`src/rtl/dlq_pkg.sv`:
```
package dlq_pkg;

    localparam int WIN_W    = 8;
    localparam int CFG_W    = 32;
    localparam int HI_LSB   = 16;
    localparam int TUNE_BIT = 8;
    localparam int DPLL_MULT = 48;
    localparam int DPLL_DIV  = 66;
    localparam int WIN_SPAN  = 2;

    typedef enum logic [1:0] {
        BAND_33 = 2'd0,
        BAND_40 = 2'd1,
        BAND_50 = 2'd2,
        BAND_66 = 2'd3
    } band_e;

    typedef enum logic [1:0] {
        ST_IDLE   = 2'd0,
        ST_POLL   = 2'd1,
        ST_STABLE = 2'd2
    } seq_e;

    typedef struct packed {
        logic [WIN_W-1:0] hi;
        logic [WIN_W-1:0] lo;
    } win_t;

    function automatic int band_mhz(band_e b);
        case (b)
            BAND_33: return 33;
            BAND_40: return 40;
            BAND_50: return 50;
            default: return 66;
        endcase
    endfunction

    function automatic win_t calc_win(band_e b);
        win_t w;
        int   lo;
        lo   = (band_mhz(b) * DPLL_MULT) / DPLL_DIV;
        w.lo = WIN_W'(lo);
        w.hi = WIN_W'(lo + WIN_SPAN);
        return w;
    endfunction

    function automatic logic [CFG_W-1:0] pack_cfg(win_t w, logic tune);
        logic [CFG_W-1:0] c;
        c = '0;
        c[WIN_W-1:0]             = w.lo;
        c[TUNE_BIT]              = tune;
        c[HI_LSB +: WIN_W]       = w.hi;
        return c;
    endfunction

endpackage

```
`src/rtl/dlq_sync.sv`:
```
module dlq_sync #(
    parameter int STAGES = 2
) (
    input  logic clk_i,
    input  logic rst_i,
    input  logic d_i,
    output logic q_o
);
    logic [STAGES-1:0] chain_q;

    genvar g;
    generate
        for (g = 0; g < STAGES; g++) begin : g_stage
            if (g == 0) begin : g_first
                always_ff @(posedge clk_i) begin
                    if (rst_i) chain_q[g] <= 1'b0;
                    else       chain_q[g] <= d_i;
                end
            end else begin : g_next
                always_ff @(posedge clk_i) begin
                    if (rst_i) chain_q[g] <= 1'b0;
                    else       chain_q[g] <= chain_q[g-1];
                end
            end
        end
    endgenerate

    assign q_o = chain_q[STAGES-1];
endmodule

```
`src/rtl/dlq_tick.sv`:
```
module dlq_tick #(
    parameter int PERIOD = 5000
) (
    input  logic clk_i,
    input  logic rst_i,
    input  logic run_i,
    output logic tick_o
);
    localparam int CW = $clog2(PERIOD + 1);
    logic [CW-1:0] cnt_q;

    assign tick_o = run_i && (cnt_q == CW'(PERIOD - 1));

    always_ff @(posedge clk_i) begin
        if (rst_i || !run_i || tick_o) cnt_q <= '0;
        else                           cnt_q <= cnt_q + 1'b1;
    end
endmodule

```
`src/rtl/dlq_window.sv`:
```
module dlq_window
    import dlq_pkg::*;
(
    input  band_e band_i,
    output win_t  win_o
);
    always_comb win_o = calc_win(band_i);
endmodule

```
`src/rtl/dpll_lockqual.sv`:
```
module dpll_lockqual
    import dlq_pkg::*;
#(
    parameter int POLL_CYCLES    = 5000,
    parameter int POLL_LIMIT     = 20480,
    parameter int STABLE_SAMPLES = 4096,
    parameter int MAX_ATTEMPTS   = 8
) (
    input  logic             clk_i,
    input  logic             rst_i,
    input  logic             start_i,
    input  logic [1:0]       band_i,
    input  logic             lock_raw_i,
    output logic [WIN_W-1:0] win_lo_o,
    output logic [WIN_W-1:0] win_hi_o,
    output logic [CFG_W-1:0] cfg_word_o,
    output logic             tune_en_o,
    output logic             cal_ok_o,
    output logic             cal_fail_o
);
    localparam int PW = $clog2(POLL_LIMIT + 1);
    localparam int SW = $clog2(STABLE_SAMPLES + 1);
    localparam int AW = $clog2(MAX_ATTEMPTS + 1);

    seq_e          st;
    logic [PW-1:0] poll_cnt;
    logic [SW-1:0] stab_cnt;
    logic [AW-1:0] attempt;
    win_t          win_q;
    win_t          win_c;
    logic          tune_q;
    logic          ok_q;
    logic          fail_q;
    logic          lock_s;
    logic          tick;
    logic          att_fail;

    dlq_sync #(.STAGES(2)) u_sync (
        .clk_i (clk_i),
        .rst_i (rst_i),
        .d_i   (lock_raw_i),
        .q_o   (lock_s)
    );

    dlq_tick #(.PERIOD(POLL_CYCLES)) u_tick (
        .clk_i  (clk_i),
        .rst_i  (rst_i),
        .run_i  (st == ST_POLL),
        .tick_o (tick)
    );

    dlq_window u_win (
        .band_i (band_e'(band_i)),
        .win_o  (win_c)
    );

    always_comb begin
        att_fail = 1'b0;
        if (st == ST_POLL && tick && !lock_s && poll_cnt == PW'(POLL_LIMIT - 1))
            att_fail = 1'b1;
        if (st == ST_STABLE && !lock_s)
            att_fail = 1'b1;
    end

    always_ff @(posedge clk_i) begin
        if (rst_i) begin
            st       <= ST_IDLE;
            poll_cnt <= '0;
            stab_cnt <= '0;
            attempt  <= '0;
            win_q    <= '0;
            tune_q   <= 1'b0;
            ok_q     <= 1'b0;
            fail_q   <= 1'b0;
        end else begin
            case (st)
                ST_IDLE: begin
                    if (start_i) begin
                        win_q    <= win_c;
                        tune_q   <= 1'b1;
                        ok_q     <= 1'b0;
                        fail_q   <= 1'b0;
                        attempt  <= '0;
                        poll_cnt <= '0;
                        st       <= ST_POLL;
                    end
                end
                ST_POLL: begin
                    if (tick) begin
                        if (lock_s) begin
                            stab_cnt <= '0;
                            st       <= ST_STABLE;
                        end else begin
                            poll_cnt <= poll_cnt + 1'b1;
                        end
                    end
                end
                ST_STABLE: begin
                    if (lock_s) begin
                        if (stab_cnt == SW'(STABLE_SAMPLES - 1)) begin
                            tune_q <= 1'b0;
                            ok_q   <= 1'b1;
                            st     <= ST_IDLE;
                        end else begin
                            stab_cnt <= stab_cnt + 1'b1;
                        end
                    end
                end
                default: st <= ST_IDLE;
            endcase

            if (att_fail) begin
                tune_q <= 1'b0;
                if (attempt == AW'(MAX_ATTEMPTS - 1)) begin
                    fail_q <= 1'b1;
                    st     <= ST_IDLE;
                end else begin
                    attempt  <= attempt + 1'b1;
                    poll_cnt <= '0;
                    st       <= ST_POLL;
                end
            end
        end
    end

    assign win_lo_o   = win_q.lo;
    assign win_hi_o   = win_q.hi;
    assign cfg_word_o = pack_cfg(win_q, tune_q);
    assign tune_en_o  = tune_q;
    assign cal_ok_o   = ok_q;
    assign cal_fail_o = fail_q;
endmodule

```
`config.mk`:
```
export PLATFORM = sky130hd
export DESIGN_NAME = dpll_lockqual
export DESIGN_NICKNAME = d
export VERILOG_FILES = /design/src/rtl/dlq_pkg.sv /design/src/rtl/dlq_sync.sv /design/src/rtl/dlq_tick.sv /design/src/rtl/dlq_window.sv /design/src/rtl/dpll_lockqual.sv
export SDC_FILE = /design/constraint.sdc
export NUM_CORES = 1
export LEC_CHECK = 0
export ABC_AREA = 0
export BUFFER_PORTS_ARGS = -buffer_cell sky130_fd_sc_hd__buf_2
export CAP_MARGIN = 20
export CORE_ASPECT_RATIO = 0.75
export CORE_MARGIN = 4
export CORE_UTILIZATION = 57
export CTS_CLUSTER_DIAMETER = 50
export DETAILED_ROUTE_END_ITERATION = 16
export PLACE_DENSITY = 0.88
export REMOVE_ABC_BUFFERS = 1
export SLEW_MARGIN = 25
export SYNTH_ARGS = -nofsm -noshare
export SYNTH_HDL_FRONTEND = slang
export SYNTH_SLANG_ARGS = --single-unit
```
`constraint.sdc`:
```
create_clock -name clk_i -period 2.7 [get_ports clk_i]
set_input_delay 0.405 -clock clk_i [delete_from_list [all_inputs] [get_ports clk_i]]
set_output_delay 0.405 -clock clk_i [all_outputs]
set_load 0.02 [all_outputs]
```
==> Yosys cells after proc, flatten, opt, wreduce, memory -nomap -nowiden <==
Index checks and enable logic that the tools add are counted.
{ "word_totals": {"reg_bits": 68, "out_inout_bits": 51, "input_bits": 6, "word_cells": 94} }
{ "op_classes": {"n_eq_ne": 19, "n_addsub": 5, "div_mod_pow": 1, "reduce_logical": 18, "mul": 1, "mux": 38} }
{ "ops": {"columns": ["op", "n"], "rows": [
  ["two-way mux 15 bit", 5],
  ["two-way mux 13 bit", 4],
  ["divider 32 x 8 -> 32 bit, second input constant", 1],
  ["case mux 15 bit (2 select lines)", 1],
  ["adder 13 x 1 -> 13 bit, second input constant", 2],
  ["case mux 13 bit (2 select lines)", 1],
  ["case mux 7 bit (3 select lines)", 1],
  ["two-way mux 4 bit", 4],
  ["adder 15 x 1 -> 15 bit, second input constant", 1],
  ["equality test 15 bit, second input constant", 1],
  ["equality test 13 x 12 -> 1 bit, second input constant", 1],
  ["equality test 13 bit, second input constant", 1],
  ["two-way mux 1 bit", 13],
  ["two-way mux 2 bit", 6],
  ["AND reduction 5 bit", 2],
  ["multiplier 7 x 2 -> 9 bit, second input constant", 1],
  ["inequality test 3 bit, second input constant", 3],
  ["adder 8 x 3 -> 8 bit, second input constant", 1],
  ["inequality test 2 bit, second input constant", 4],
  ["inequality test 3 x 2 -> 1 bit, second input constant", 2],
  ["case mux 2 bit (3 select lines)", 1],
  ["logical AND 1 bit", 5],
  ["adder 4 x 1 -> 4 bit, second input constant", 1],
  ["equality test 2 x 1 -> 1 bit, second input constant", 2],
  ["other kinds (11)", 18]
]} }

==> Logic depth before layout (Yosys ltp) <==
{ "depth": {"word_depth": 9, "mapped_depth": 8, "ltp_nobuf": 6} }

==> Cells and area by module <==
From an unflattened synthesis, not the netlist that was laid out.
{ "hier_totals": {"cells_unflattened": 431, "area_unflattened_um2": 3651.0} }
{ "by_module_without_submodules": {"columns": ["module", "instances", "seq_area_each_um2", "area_each_um2", "cells_per_inst"], "rows": [
  ["dpll_lockqual", 1, 1061.0, 2780.2, 331],
  ["dlq_tick", 1, 260.2, 566.8, 63],
  ["dlq_window", 1, 0.0, 251.5, 33],
  ["dlq_sync", 1, 40.0, 52.6, 4]
]} }

==> Worst setup path before layout <==
OpenSTA, ideal clock, no wires.
{ "synth_timing": {"path_kind": "register to register", "start": "register poll_cnt[0]", "end": "register poll_cnt[11]", "n_path_buf": 2, "setup_time_ns": 0.141, "path_slack_ns": 0.552, "period_less_slack_ns": 2.148, "arrival_time_ns": 2.007, "stages_incl_launch_ff": 9, "required_time_ns": 2.559, "path_cell_list": "dfxtp_1 ha_1 clkbuf_1 nand2_1 or3_4 or4_4 a21oi_4 buf_12 nor4_2"} }
{ "synth_between": {"elab_chain_len": 6, "word_cells_on_any_way": 10, "classes_between": "add/sub (1); eq/ne (1); mux (7); reduce/logical (1)"} }
{ "synth_lines": {"columns": ["item", "line_no", "source"], "rows": [
  ["start, declared", "dpll_lockqual.sv:26", "logic [PW-1:0] poll_cnt;"],
  ["start signal, assigned", "dpll_lockqual.sv:94", "poll_cnt <= poll_cnt + 1'b1;"],
  ["adder 15 x 1 -> 15 bit", "dpll_lockqual.sv:94", null],
  ["two-way mux 15 bit", "dpll_lockqual.sv:90", "if (lock_s) begin"],
  ["two-way mux 15 bit", "dpll_lockqual.sv:89", "if (tick) begin"],
  ["case mux 15 bit (2 select lines)", "dpll_lockqual.sv:76", "case (st)"],
  ["two-way mux 15 bit", "dpll_lockqual.sv:114", "if (attempt == AW'(MAX_ATTEMPTS - 1)) begin"],
  ["two-way mux 15 bit (*)", "dpll_lockqual.sv:112", "if (att_fail) begin"]
]} }
Mark *: on every way between the ends. The rest lies on a longest branch, timed or not.
A chain may end at the register's enable or synchronous reset.

==> Worst setup path in the final report <==
{ "layout_timing": {"start": "register u_tick.cnt_q[0]", "end": "register poll_cnt[3]"} }
{ "layout_between": {"elab_chain_len": 8, "word_cells_on_any_way": 11, "classes_between": "eq/ne (1); mux (6); reduce/logical (4)"} }
{ "layout_lines": {"columns": ["item", "line_no", "source"], "rows": [
  ["start, declared", "dlq_tick.sv:10", "logic [CW-1:0] cnt_q;"],
  ["start signal, assigned", "dlq_tick.sv:16", "else cnt_q <= cnt_q + 1'b1;"],
  ["equality test 13 bit (*)", "dlq_tick.sv:12", "assign tick_o = run_i && (cnt_q == CW'(PERIOD - 1));"],
  ["logical AND 1 bit (*)", "dlq_tick.sv:12", null],
  ["logical AND 1 bit (3 in a row)", "dpll_lockqual.sv:59", "if (st == ST_POLL && tick && !lock_s && poll_cnt == PW'(POLL_LIMIT - 1))"],
  ["two-way mux 1 bit", "dpll_lockqual.sv:59", null],
  ["two-way mux 1 bit", "dpll_lockqual.sv:61", "if (st == ST_STABLE && !lock_s)"],
  ["two-way mux 15 bit (*)", "dpll_lockqual.sv:112", null]
]} }
Marks and branches as above.

==> impl_metrics.csv <==
group,metric,value,unit
cells_and_area,synthToLayoutAreaGrowth,6.18,%
routing,vias,3074,
logic_synthesis,synth.most_common_cell,"dfxtp_1",
critical_path,slowest_stage,"nor3b_1",
critical_path,crit_path_start_kind,"flop",
clock_tree,clock_sinks,65,
placement,place.gp.congestion,0.888,
critical_path,worstPathRequired,2.98,ns
sta,tns,0,ns
sta,maxSlewHeadroom,48.1,%
run,cap_viol_max_count,0,
cells_and_area,fin_cells,540,
power,power_frac_seq,49.5,%
sta,fin_crit,2.33,ns
power,switchingPower,532,uW
grt,grt_pass1_vias,2776,
power,cellInternalPower,1.47,mW
clock_tree,cts_tree,"yes",
sta,min_period_over_period,86.4,%
clock_tree,htreeDepth,3,
clock_tree,postCtsHoldBufs,0,
logic_synthesis,synthCells,440,
clock_tree,insertion_delay,0.35,ns
logic_synthesis,syn_area_per_cell,8.42,sq um
placement,placed_cells,524,
cells_and_area,nNetsFinal,472,
sta,tightest_slew,0.776,ns
clock_tree,cts_buffer_depth,2,
power,combPwrFrac,9.0,%
sta,rsz0062_at_grt,"no",
outcome,outcome,"finished, final reports clean",
routing,drcViolationCount,0,
die,core_area,6320,sq um
logic_synthesis,ys_types,63,
routing,viasPerCell,5.69,
grt,grt_max_degree,26,
logic_synthesis,yosys.area.top_type,"dfxtp_1",
logic_synthesis,synthTopCellsByCount,"dfxtp_1, nor2_1, nand2_1, buf_4, a21oi_1",
logic_synthesis,synth-async-reset-ratio,0,%
sta,finalSetupViolCount,0,
critical_path,path_cells,"ha_1 > and4bb_2 > nand3_1 > nor3b_1 > mux2_2 > nor3_2",
grt,grt_pass1_wl,13000,microns
cells_and_area,fillerInstances,536,
logic_synthesis,synth_seq_cells,65,
cells_and_area,drive_gt1_share,18.3,%
sta,slew_violations,0,
logic_synthesis,netlist_area,3700,sq um
clock_tree,cts_buffers,9,
critical_path,worst_setup_path_end_kind,"flop",
die,ioPinCount,57,
sta,hold_violations,0,
power,power.total,2.00,mW
power,clkPwrFrac,41.5,%
die,start_util,58.6,%
critical_path,worstPathMaxFanout,6,
grt,gr-total-overflow,0,
clock_tree,cts.repair.resized,0,
routing,dr.pass1.iters,4,
power,peakVddDrop,0.000389,V
logic_synthesis,synth_edf_count,0,
critical_path,arrival,2.61,ns
sta,max_freq,429,MHz
placement,place_hpwl,5610,microns
placement,io_buffers,39,
critical_path,path_class,"flop to flop",
grt,track_usage,20.5,%
clock_tree,path_clk_slew,0.07,ns
logic_synthesis,synth_flop_cell,"dfxtp_1",
critical_path,cp_slowest_stage_delay,0.65,ns
logic_synthesis,yosysSeqAreaShare,35.1,%
die,die_y,77.8,microns
die,fp.dieW,101,microns
logic_synthesis,ys_warn_count,0,
sta,holdWs,0.267,ns
routing,drt-total-wl,7780,microns
cells_and_area,antenna_cells,0,
hold_path,hp-class,"input port to flop",
routing,drt_iter0_markers,170,
die,rows,25,
grt,antenna_found_initial,0,
routing,postRouteAntennaNets,0,
placement,dp_slack,0.421,ns
sta,setup_ws,0.367,ns
routing,wl_per_cell,14.4,microns
die,die-area,7860,sq um
sta,fin_skew,0.00723,ns
logic_synthesis,synth_area_leaders,"dfxtp_1, buf_4, xnor2_1",
clock_tree,post_cts_buffers,0,
clock_tree,root_buffer,"clkbuf_8",
power,swShare,26.6,%
power,p_per_area,509,nW/um^2
power,leakage,1.45,nW
logic_synthesis,yosysTopAreaCellShare,35.1,%
-- kinds of logic after synthesis --
| logic type | count (synthesis) | share of synthesized area (%) |
|---|---|---|
| muxes | 2 | 0.574 |
| AOI/OAI and AO/OA | 74 | 13.5 |
| xor gates and xnor gates | 24 | 5.68 |
| adders and majority gates | 12 | 4.05 |
| other | 1 | 0.101 |
| buffers and inverters | 69 | 11.5 |
| and+or+nand+nor | 193 | 29.5 |
| DFF | 65 | 35.1 |
-- path summary, 6_finish.rpt --
path | from | endpoint | slack (ns) | depth (start not counted)
setup / recovery | u_tick.cnt_q[0] | poll_cnt[3] | 0.37 | 6
hold / removal | lock_raw_i | u_sync.chain_q[0] | 0.27 | 2
setup reg to reg | u_tick.cnt_q[0] | poll_cnt[3] | 0.37 | 6
hold reg to reg | cal_fail_o | cal_fail_o | 0.46 | 2
-- sequential cells by signal (all words and copies together) (netlist names), 2 cells and up --
register	cells
win_lo_o	5
attempt	4
poll_cnt	15
u_tick.cnt_q	13
stab_cnt	13
win_hi_o	8
st	2
-- metal layers --
| metal | GRT usage (%) | vias to the layer above | part of all wire, % |
|---|---|---|---|
| met1 | 26.9 | 1421 | 45 |
| met4 | 5.84 | 0 | 0.98 |
| met5 | 0 | - | 0 |
| met2 | 32.1 | 113 | 46 |
| li1 | - | 1531 | - |
| met3 | 6.56 | 9 | 7.3 |
-- layout make-up --
class                           instances  area (sq um)  area share, %
Multi-Input combinational cell        322          2040           52.0
Clock inverter                          5          55.1           1.40
Clock buffer                           11           141           3.60
Inverter                                9          33.8          0.859
Sequential cell                        65          1300           33.1
Timing Repair Buffer                   47           255           6.49
Tap cell                               81           101           2.58
-- power groups by stage --
stage / combinational [mW] / clock, mW / sequential [mW]
2_1_floorplan: 0.0788 / 0 / 1.05
3_3_place_gp: 0.175 / 0 / 1.01
3_5_place_dp: 0.178 / 0 / 1.01
4_1_cts: 0.179 / 0.846 / 0.989
5_1_grt: 0.194 / 0.887 / 0.992
6_report: 0.180 / 0.831 / 0.990
-- worst max-delay path: cells and delay by family (launching register included) --
family        cells  cell delay, ns
fa+ha+maj         1            0.24
flops             1            0.38
mux               1            0.41
simple gates      4            1.23
-- placed cells by master, fill, tap and decap left out, drive strengths merged, types with 13 or more instances in the layout --
master	instances
nand3	23
conb	17
dfxtp	65
nor4	14
nand2	37
buf	47
nor2	44
nand4	13
xnor2	19
a21oi	33
-- per-stage QoR --
step,utilization [%],area (sq um)
floorplan,-,3370
global placement,59.1,3740
detailed placement,59.1,3740
CTS,62.2,3930
global route,62.2,3930
finish,62.2,3930
Note: power is estimated with default switching activity, not from simulation.
